[src/rtl/stack_seq_pkg.sv]
package stack_seq_pkg;

  localparam int STEP_W = 3;

  typedef enum logic [3:0] {
    OP_BRK    = 4'd0,
    OP_CALL   = 4'd1,
    OP_RET    = 4'd2,
    OP_RTI    = 4'd3,
    OP_PUSH_A = 4'd4,
    OP_PUSH_S = 4'd5,
    OP_PULL_A = 4'd6,
    OP_PULL_S = 4'd7,
    OP_RESET  = 4'd8
  } op_e;

  typedef enum logic [1:0] {ACC_NONE, ACC_PUSH, ACC_PULL, ACC_VEC} acc_e;
  typedef enum logic [1:0] {WSEL_HI, WSEL_LO, WSEL_STAT, WSEL_ACC} wsel_e;
  typedef enum logic [1:0] {DST_LO, DST_HI, DST_BYTE, DST_NONE} dst_e;

  typedef struct packed {
    acc_e  acc;
    wsel_e wsel;
    dst_e  dst;
    logic  vec_hi;
  } step_t;

  localparam step_t IDLE_STEP = '{acc: ACC_NONE, wsel: WSEL_ACC, dst: DST_NONE, vec_hi: 1'b0};

  function automatic step_t mk_step(acc_e a, wsel_e w, dst_e d, logic h);
    step_t s;
    s.acc = a;
    s.wsel = w;
    s.dst = d;
    s.vec_hi = h;
    return s;
  endfunction

endpackage

[src/rtl/stack_seq_plan.sv]
module stack_seq_plan
  import stack_seq_pkg::*;
(
  input  op_e               op_i,
  input  logic [STEP_W-1:0] step_i,
  output step_t             step_o,
  output logic [STEP_W-1:0] count_o
);

  always_comb begin
    step_o  = IDLE_STEP;
    count_o = '0;
    case (op_i)
      OP_RESET: begin
        count_o = 3'd2;
        case (step_i)
          3'd0: step_o = mk_step(ACC_VEC, WSEL_ACC, DST_LO, 1'b0);
          3'd1: step_o = mk_step(ACC_VEC, WSEL_ACC, DST_HI, 1'b1);
          default: step_o = IDLE_STEP;
        endcase
      end
      OP_BRK: begin
        count_o = 3'd5;
        case (step_i)
          3'd0: step_o = mk_step(ACC_PUSH, WSEL_HI,   DST_NONE, 1'b0);
          3'd1: step_o = mk_step(ACC_PUSH, WSEL_LO,   DST_NONE, 1'b0);
          3'd2: step_o = mk_step(ACC_PUSH, WSEL_STAT, DST_NONE, 1'b0);
          3'd3: step_o = mk_step(ACC_VEC,  WSEL_ACC,  DST_LO,   1'b0);
          3'd4: step_o = mk_step(ACC_VEC,  WSEL_ACC,  DST_HI,   1'b1);
          default: step_o = IDLE_STEP;
        endcase
      end
      OP_CALL: begin
        count_o = 3'd2;
        case (step_i)
          3'd0: step_o = mk_step(ACC_PUSH, WSEL_HI, DST_NONE, 1'b0);
          3'd1: step_o = mk_step(ACC_PUSH, WSEL_LO, DST_NONE, 1'b0);
          default: step_o = IDLE_STEP;
        endcase
      end
      OP_RET: begin
        count_o = 3'd2;
        case (step_i)
          3'd0: step_o = mk_step(ACC_PULL, WSEL_ACC, DST_LO, 1'b0);
          3'd1: step_o = mk_step(ACC_PULL, WSEL_ACC, DST_HI, 1'b0);
          default: step_o = IDLE_STEP;
        endcase
      end
      OP_RTI: begin
        count_o = 3'd3;
        case (step_i)
          3'd0: step_o = mk_step(ACC_PULL, WSEL_ACC, DST_BYTE, 1'b0);
          3'd1: step_o = mk_step(ACC_PULL, WSEL_ACC, DST_LO,   1'b0);
          3'd2: step_o = mk_step(ACC_PULL, WSEL_ACC, DST_HI,   1'b0);
          default: step_o = IDLE_STEP;
        endcase
      end
      OP_PUSH_A: begin
        count_o = 3'd1;
        if (step_i == 3'd0) step_o = mk_step(ACC_PUSH, WSEL_ACC, DST_NONE, 1'b0);
      end
      OP_PUSH_S: begin
        count_o = 3'd1;
        if (step_i == 3'd0) step_o = mk_step(ACC_PUSH, WSEL_STAT, DST_NONE, 1'b0);
      end
      OP_PULL_A, OP_PULL_S: begin
        count_o = 3'd1;
        if (step_i == 3'd0) step_o = mk_step(ACC_PULL, WSEL_ACC, DST_BYTE, 1'b0);
      end
      default: begin
        step_o  = IDLE_STEP;
        count_o = '0;
      end
    endcase
  end

endmodule

[src/rtl/stack_seq_ptr.sv]
module stack_seq_ptr #(
  parameter logic [7:0] PAGE = 8'h01,
  parameter logic [7:0] INIT = 8'hFD
) (
  input  logic        clk_i,
  input  logic        rst_ni,
  input  logic        init_i,
  input  logic        push_i,
  input  logic        pull_i,
  output logic [7:0]  sp_o,
  output logic [15:0] push_addr_o,
  output logic [15:0] pull_addr_o
);

  logic [7:0] sp_q;
  logic [7:0] sp_inc;

  assign sp_inc = sp_q + 8'd1;

  always_ff @(posedge clk_i or negedge rst_ni) begin
    if (!rst_ni)      sp_q <= INIT;
    else if (init_i)  sp_q <= INIT;
    else if (push_i)  sp_q <= sp_q - 8'd1;
    else if (pull_i)  sp_q <= sp_inc;
  end

  assign sp_o        = sp_q;
  assign push_addr_o = {PAGE, sp_q};
  assign pull_addr_o = {PAGE, sp_inc};

endmodule

[src/rtl/stack_seq.sv]
module stack_seq
  import stack_seq_pkg::*;
#(
  parameter logic [15:0] RESET_VEC   = 16'hFFFC,
  parameter logic [15:0] BREAK_VEC   = 16'hFFFE,
  parameter logic [7:0]  STACK_PAGE  = 8'h01,
  parameter logic [7:0]  SP_INIT     = 8'hFD,
  parameter logic [7:0]  STATUS_INIT = 8'h20
) (
  input  logic        clk_i,
  input  logic        rst_ni,
  input  logic        start_i,
  input  logic [2:0]  op_i,
  input  logic [15:0] target_i,
  output logic        busy_o,
  output logic        done_o,
  output logic        mem_req_o,
  output logic        mem_we_o,
  output logic [15:0] mem_addr_o,
  output logic [7:0]  mem_wdata_o,
  input  logic [7:0]  mem_rdata_i,
  output logic [15:0] pc_o,
  output logic [7:0]  sp_o,
  output logic [7:0]  acc_o,
  output logic [7:0]  status_o
);

  localparam logic [7:0] BRK_BIT  = 8'h10;
  localparam logic [7:0] ONE_BIT  = 8'h20;

  logic              busy_q, done_q;
  op_e               op_q;
  logic [STEP_W-1:0] step_q, count;
  dst_e              dst_q;
  logic [7:0]        lo_q, hi_q, byte_q, acc_q, st_q;
  logic [15:0]       pc_q, tgt_q;

  step_t       cur;
  logic        issuing, finish, do_push, do_pull, init_sp;
  logic [15:0] push_addr, pull_addr, ret_addr, vec_base;
  logic [7:0]  lo_n, hi_n, byte_n;

  stack_seq_plan u_plan (
    .op_i    (op_q),
    .step_i  (step_q),
    .step_o  (cur),
    .count_o (count)
  );

  assign issuing = busy_q && (step_q < count);
  assign finish  = busy_q && (step_q == count);
  assign do_push = issuing && (cur.acc == ACC_PUSH);
  assign do_pull = issuing && (cur.acc == ACC_PULL);
  assign init_sp = finish && (op_q == OP_RESET);

  stack_seq_ptr #(
    .PAGE (STACK_PAGE),
    .INIT (SP_INIT)
  ) u_ptr (
    .clk_i       (clk_i),
    .rst_ni      (rst_ni),
    .init_i      (init_sp),
    .push_i      (do_push),
    .pull_i      (do_pull),
    .sp_o        (sp_o),
    .push_addr_o (push_addr),
    .pull_addr_o (pull_addr)
  );

  // break pushes PC+1, call pushes PC-1
  assign ret_addr = (op_q == OP_BRK) ? pc_q + 16'd1 : pc_q - 16'd1;
  assign vec_base = (op_q == OP_RESET) ? RESET_VEC : BREAK_VEC;

  always_comb begin
    mem_req_o   = issuing && (cur.acc != ACC_NONE);
    mem_we_o    = do_push;
    mem_addr_o  = '0;
    mem_wdata_o = '0;
    case (cur.acc)
      ACC_PUSH: mem_addr_o = push_addr;
      ACC_PULL: mem_addr_o = pull_addr;
      ACC_VEC:  mem_addr_o = vec_base + {15'd0, cur.vec_hi};
      default:  mem_addr_o = '0;
    endcase
    case (cur.wsel)
      WSEL_HI:   mem_wdata_o = ret_addr[15:8];
      WSEL_LO:   mem_wdata_o = ret_addr[7:0];
      WSEL_STAT: mem_wdata_o = st_q | BRK_BIT;
      default:   mem_wdata_o = acc_q;
    endcase
  end

  // read data lands one cycle after its request
  assign lo_n   = (dst_q == DST_LO)   ? mem_rdata_i : lo_q;
  assign hi_n   = (dst_q == DST_HI)   ? mem_rdata_i : hi_q;
  assign byte_n = (dst_q == DST_BYTE) ? mem_rdata_i : byte_q;

  always_ff @(posedge clk_i or negedge rst_ni) begin
    if (!rst_ni) begin
      busy_q <= 1'b1;
      done_q <= 1'b0;
      op_q   <= OP_RESET;
      step_q <= '0;
      dst_q  <= DST_NONE;
      lo_q   <= '0;
      hi_q   <= '0;
      byte_q <= '0;
      acc_q  <= '0;
      st_q   <= STATUS_INIT;
      pc_q   <= '0;
      tgt_q  <= '0;
    end else begin
      done_q <= 1'b0;
      lo_q   <= lo_n;
      hi_q   <= hi_n;
      byte_q <= byte_n;
      dst_q  <= (issuing && (cur.acc == ACC_PULL || cur.acc == ACC_VEC)) ? cur.dst : DST_NONE;
      if (!busy_q) begin
        if (start_i) begin
          busy_q <= 1'b1;
          op_q   <= op_e'({1'b0, op_i});
          step_q <= '0;
          tgt_q  <= target_i;
        end
      end else if (!finish) begin
        step_q <= step_q + 1'b1;
      end else begin
        busy_q <= 1'b0;
        done_q <= 1'b1;
        case (op_q)
          OP_RESET: pc_q <= {hi_n, lo_n};
          OP_BRK: begin
            pc_q    <= {hi_n, lo_n};
            st_q[2] <= 1'b1;
          end
          OP_CALL:  pc_q <= tgt_q;
          OP_RET:   pc_q <= {hi_n, lo_n} + 16'd1;
          OP_RTI: begin
            pc_q <= {hi_n, lo_n};
            st_q <= byte_n;
          end
          OP_PULL_A: begin
            acc_q <= byte_n;
            st_q  <= {byte_n[7], st_q[6:2], byte_n == 8'd0, st_q[0]};
          end
          OP_PULL_S: st_q <= byte_n | ONE_BIT;
          default: ;
        endcase
      end
    end
  end

  assign busy_o   = busy_q;
  assign done_o   = done_q;
  assign pc_o     = pc_q;
  assign acc_o    = acc_q;
  assign status_o = st_q;

endmodule

[config.mk]
export PLATFORM = sky130hd
export DESIGN_NAME = stack_seq
export DESIGN_NICKNAME = d
export VERILOG_FILES = /design/src/rtl/stack_seq_pkg.sv /design/src/rtl/stack_seq_plan.sv /design/src/rtl/stack_seq_ptr.sv /design/src/rtl/stack_seq.sv
export SDC_FILE = /design/constraint.sdc
export NUM_CORES = 1
export LEC_CHECK = 0
export ABC_AREA = 1
export BUFFER_PORTS_ARGS = -buffer_cell sky130_fd_sc_hd__buf_4
export CAP_MARGIN = 20
export CORE_MARGIN = 2
export CORE_UTILIZATION = 45
export CTS_CLUSTER_DIAMETER = 40
export DETAILED_ROUTE_END_ITERATION = 10
export GPL_ROUTABILITY_DRIVEN = 0
export GPL_TIMING_DRIVEN = 0
export PLACE_DENSITY = 0.66
export SLEW_MARGIN = 20
export SYNTH_ARGS = -nofsm -noshare
export SYNTH_HDL_FRONTEND = slang
export SYNTH_SLANG_ARGS = --single-unit
[constraint.sdc]
create_clock -name clk_i -period 2.96 [get_ports clk_i]
set_input_delay 0.296 -clock clk_i [delete_from_list [all_inputs] [get_ports clk_i]]
set_output_delay 0.296 -clock clk_i [all_outputs]
set_load 0.1 [all_outputs]
==> impl_metrics.tcl <==
set metrics [dict create \
    outcome "completed" \
    crit_fanout 5 \
    hold_viol 0 \
    rrSetupSlack_ps 160 \
    r2r-start "op_q[0]" \
    grt_pass1_wl_mm 32.3 \
    num_io_pins 98 \
    grt_start_max_net_pins 92 \
    antenna_cells 0 \
    die-width_um 123 \
    drtPass1Iterations 6 \
    start_kind "flop" \
    root_buffer "clkbuf_16" \
    maxSlewViolCount 0 \
    dp.cells 1211 \
    path_class "flop to primary output" \
    syn_area_um2 6380 \
    first_iter_violations 559 \
    seqCellArea_um2 2320 \
    htreeDepth 3 \
    start_util_pct 46.0 \
    syn_to_final_growth_pct 36.3 \
    maxCapViolCount 0 \
    setup_viol 0 \
    r2r_cells 14 \
    fillers 1285 \
    cp-end-kind "primary output" \
    multi_input_area_um2 4120 \
    worst_pin_slew_ps 846 \
    cts_sinks 91 \
    io_buffers 97 \
    rsz0062_at_grt "true" \
    core_um2 13900 \
    hold_class "primary input to async pin" \
    drt-wirelength-per-cell_um 15.8 \
    cp.required_ps 2660 \
    synth.distinct_cells 41 \
    ys_warn_count 0 \
    cts_made_buffers 9 \
    syn_avg_cell_area_um2 6.84 \
    synth_seq_area_share_pct 35.9 \
    rows 43 \
    hold_buffers 0 \
    drive_above_1_share_pct 28.9 \
    clk_latency_ps 350 \
    yosys.area.top_type_share_pct 31.0 \
    overflow 0 \
    synth_edf_count 0 \
    fin_crit_ps 2950 \
    synth_top_cell_by_area "dfrtp_1" \
    fin_skew_ps 3.97 \
    clock_path_buffers 2 \
    post_drt_via_cell_ratio 5.38 \
    place_hpwl_mm 14.7 \
    vias 6815 \
    worst_ep_arrival_time_ps 2650 \
    synth-seq-cells 91 \
    async_flop_share_pct 100 \
    r2r-end "pc_o[13]" \
    syn-num-nets 989 \
    drc 0 \
    routed_wl_mm 20.0 \
    relSlewSlack_pct 43.6 \
    max_freq_mhz 339 \
    cts_tree "built" \
    grt_pass1_vias 6272 \
    antenna_found_initial 0 \
    die_area_um2 15200 \
    fin_nets 1136 \
    mostFrequentLayoutCells "313 x nand2_1, 128 x buf_4, 86 x inv_1, 73 x nor2_1, 73 x nand3_1" \
    synthFlopType "dfrtp_1" \
    syn_inst 934 \
    final_common_cell "nand2_1" \
    drtAntennaViolNets 0 \
    clk_pin_slew_worst_paths_ps 70 \
    synth_area_leaders "dfrtp_1 31%, nand2_1 19%, nand3_1 6.2%, inv_1 5.4%, dfstp_2 4.9%" \
    die_h_um 123 \
    gr-usage-all-layers_pct 27.4 \
    final.period_utilization_pct 99.6 \
    finalNonFillerCells 1266 \
]
[flip-flops by register name, indices dropped and copies added (netlist names)]
name,flops
busy_o,1
lo_q,8
byte_q,8
acc_o,8
step_q,3
u_ptr.sp_o,8
done_o,1
pc_o,16
hi_q,8
tgt_q,16
status_o,8
op_q,4
dst_q,2
[cell usage after synthesis (3+ instances only)]
master / instances
inv_1: 92
nand2_1: 330
nor2_2: 7
xor2_1: 12
dfrtp_1: 79
xnor2_1: 4
nand3_2: 7
dfstp_2: 12
a31oi_1: 3
a21oi_1: 53
o21ai_2: 3
nand4_1: 20
nor2_1: 78
buf_4: 9
or2_2: 3
ha_1: 24
o21ai_0: 41
nand3b_1: 10
nor3_1: 9
nand2_2: 8
buf_2: 7
nor2_4: 6
clkbuf_1: 9
nand3_1: 79
o221ai_1: 5
inv_2: 5
[cell type report]
type	instances	share of cell area, %
inverters	98	4.34
plain buffers	25	1.73
clock buffers	11	2.79
repair buffers	134	13.5
clock inverters	5	0.963
multi-input cells	722	47.4
well taps	180	2.59
flip-flops and latches	91	26.7
[kinds of logic after synthesis]
group / share of synthesized area (%)
buf+inv: 7.94
xor+xnor: 2.19
compound gates: 10.2
flops: 35.9
simple gates: 38.7
fa+ha+maj: 5.02
[per-layer routing]
layer / vias up / share of wire, % / track usage, % / wire, um
li1: 3346 / - / - / -
met1: 3185 / 46 / 40.5 / 9200
met2: 252 / 45 / 42.3 / 9080
met3: 32 / 6.8 / 3.37 / 1360
met4: 0 / 1.9 / 7.81 / 389
met5: - / 0 / 0 / 0
[worst max-delay path by stage]
stage | start | end | slack (ps) | cells after the start
final | op_q[0] | mem_wdata_o[5] | 10 | 14
after global routing | op_q[0] | mem_wdata_o[5] | -140 | 14
after CTS | op_q[1] | mem_wdata_o[5] | -30 | 13
after detailed placement | op_q[1] | pc_o[14] | -860 | 13
after global placement | op_q[1] | pc_o[13] | -890 | 13
after floorplan | u_ptr.sp_o[1] | mem_addr_o[4] | -390 | 4
[critical path, stage by stage, from the launching register on]
cell and delay (ps):
dfrtp_2 450, nor2_4 160, buf_12 150, nand2_8 80
ha_4 250, nand2_1 120, inv_1 90, a21oi_2 170
nor2_1 60, nor2_1 130, nand2_1 80, nand2_1 50
nand3_1 100, nand4_1 190, buf_12 200
[metrics by stage]
step	util [%]	setup TNS, ps	setup slack, ps	hold slack (ps)	instance area, um2
after floorplan	-	-1580	-392	0.409	6530
after CTS	59.2	-34.3	-30.4	58.7	8220
after detailed placement	53.9	-19790	-865	438	7480
after global placement	53.9	-19840	-889	463	7480
final	62.7	0	12.5	7.21	8700
after global routing	62.7	-300	-140	98.0	8700
[what timing repair did]
action                                  in CTS  in global routing
endpoints found under the setup margin      52                 40
cloned                                       2                  0
resized for setup                           50                 68
setup buffers                               16                 21
hold endpoints to repair                     0                  0
pin swaps                                   12                 25
Power is not shown: default switching activity piles up to over one toggle a cycle in this logic, so the estimate is an artifact.
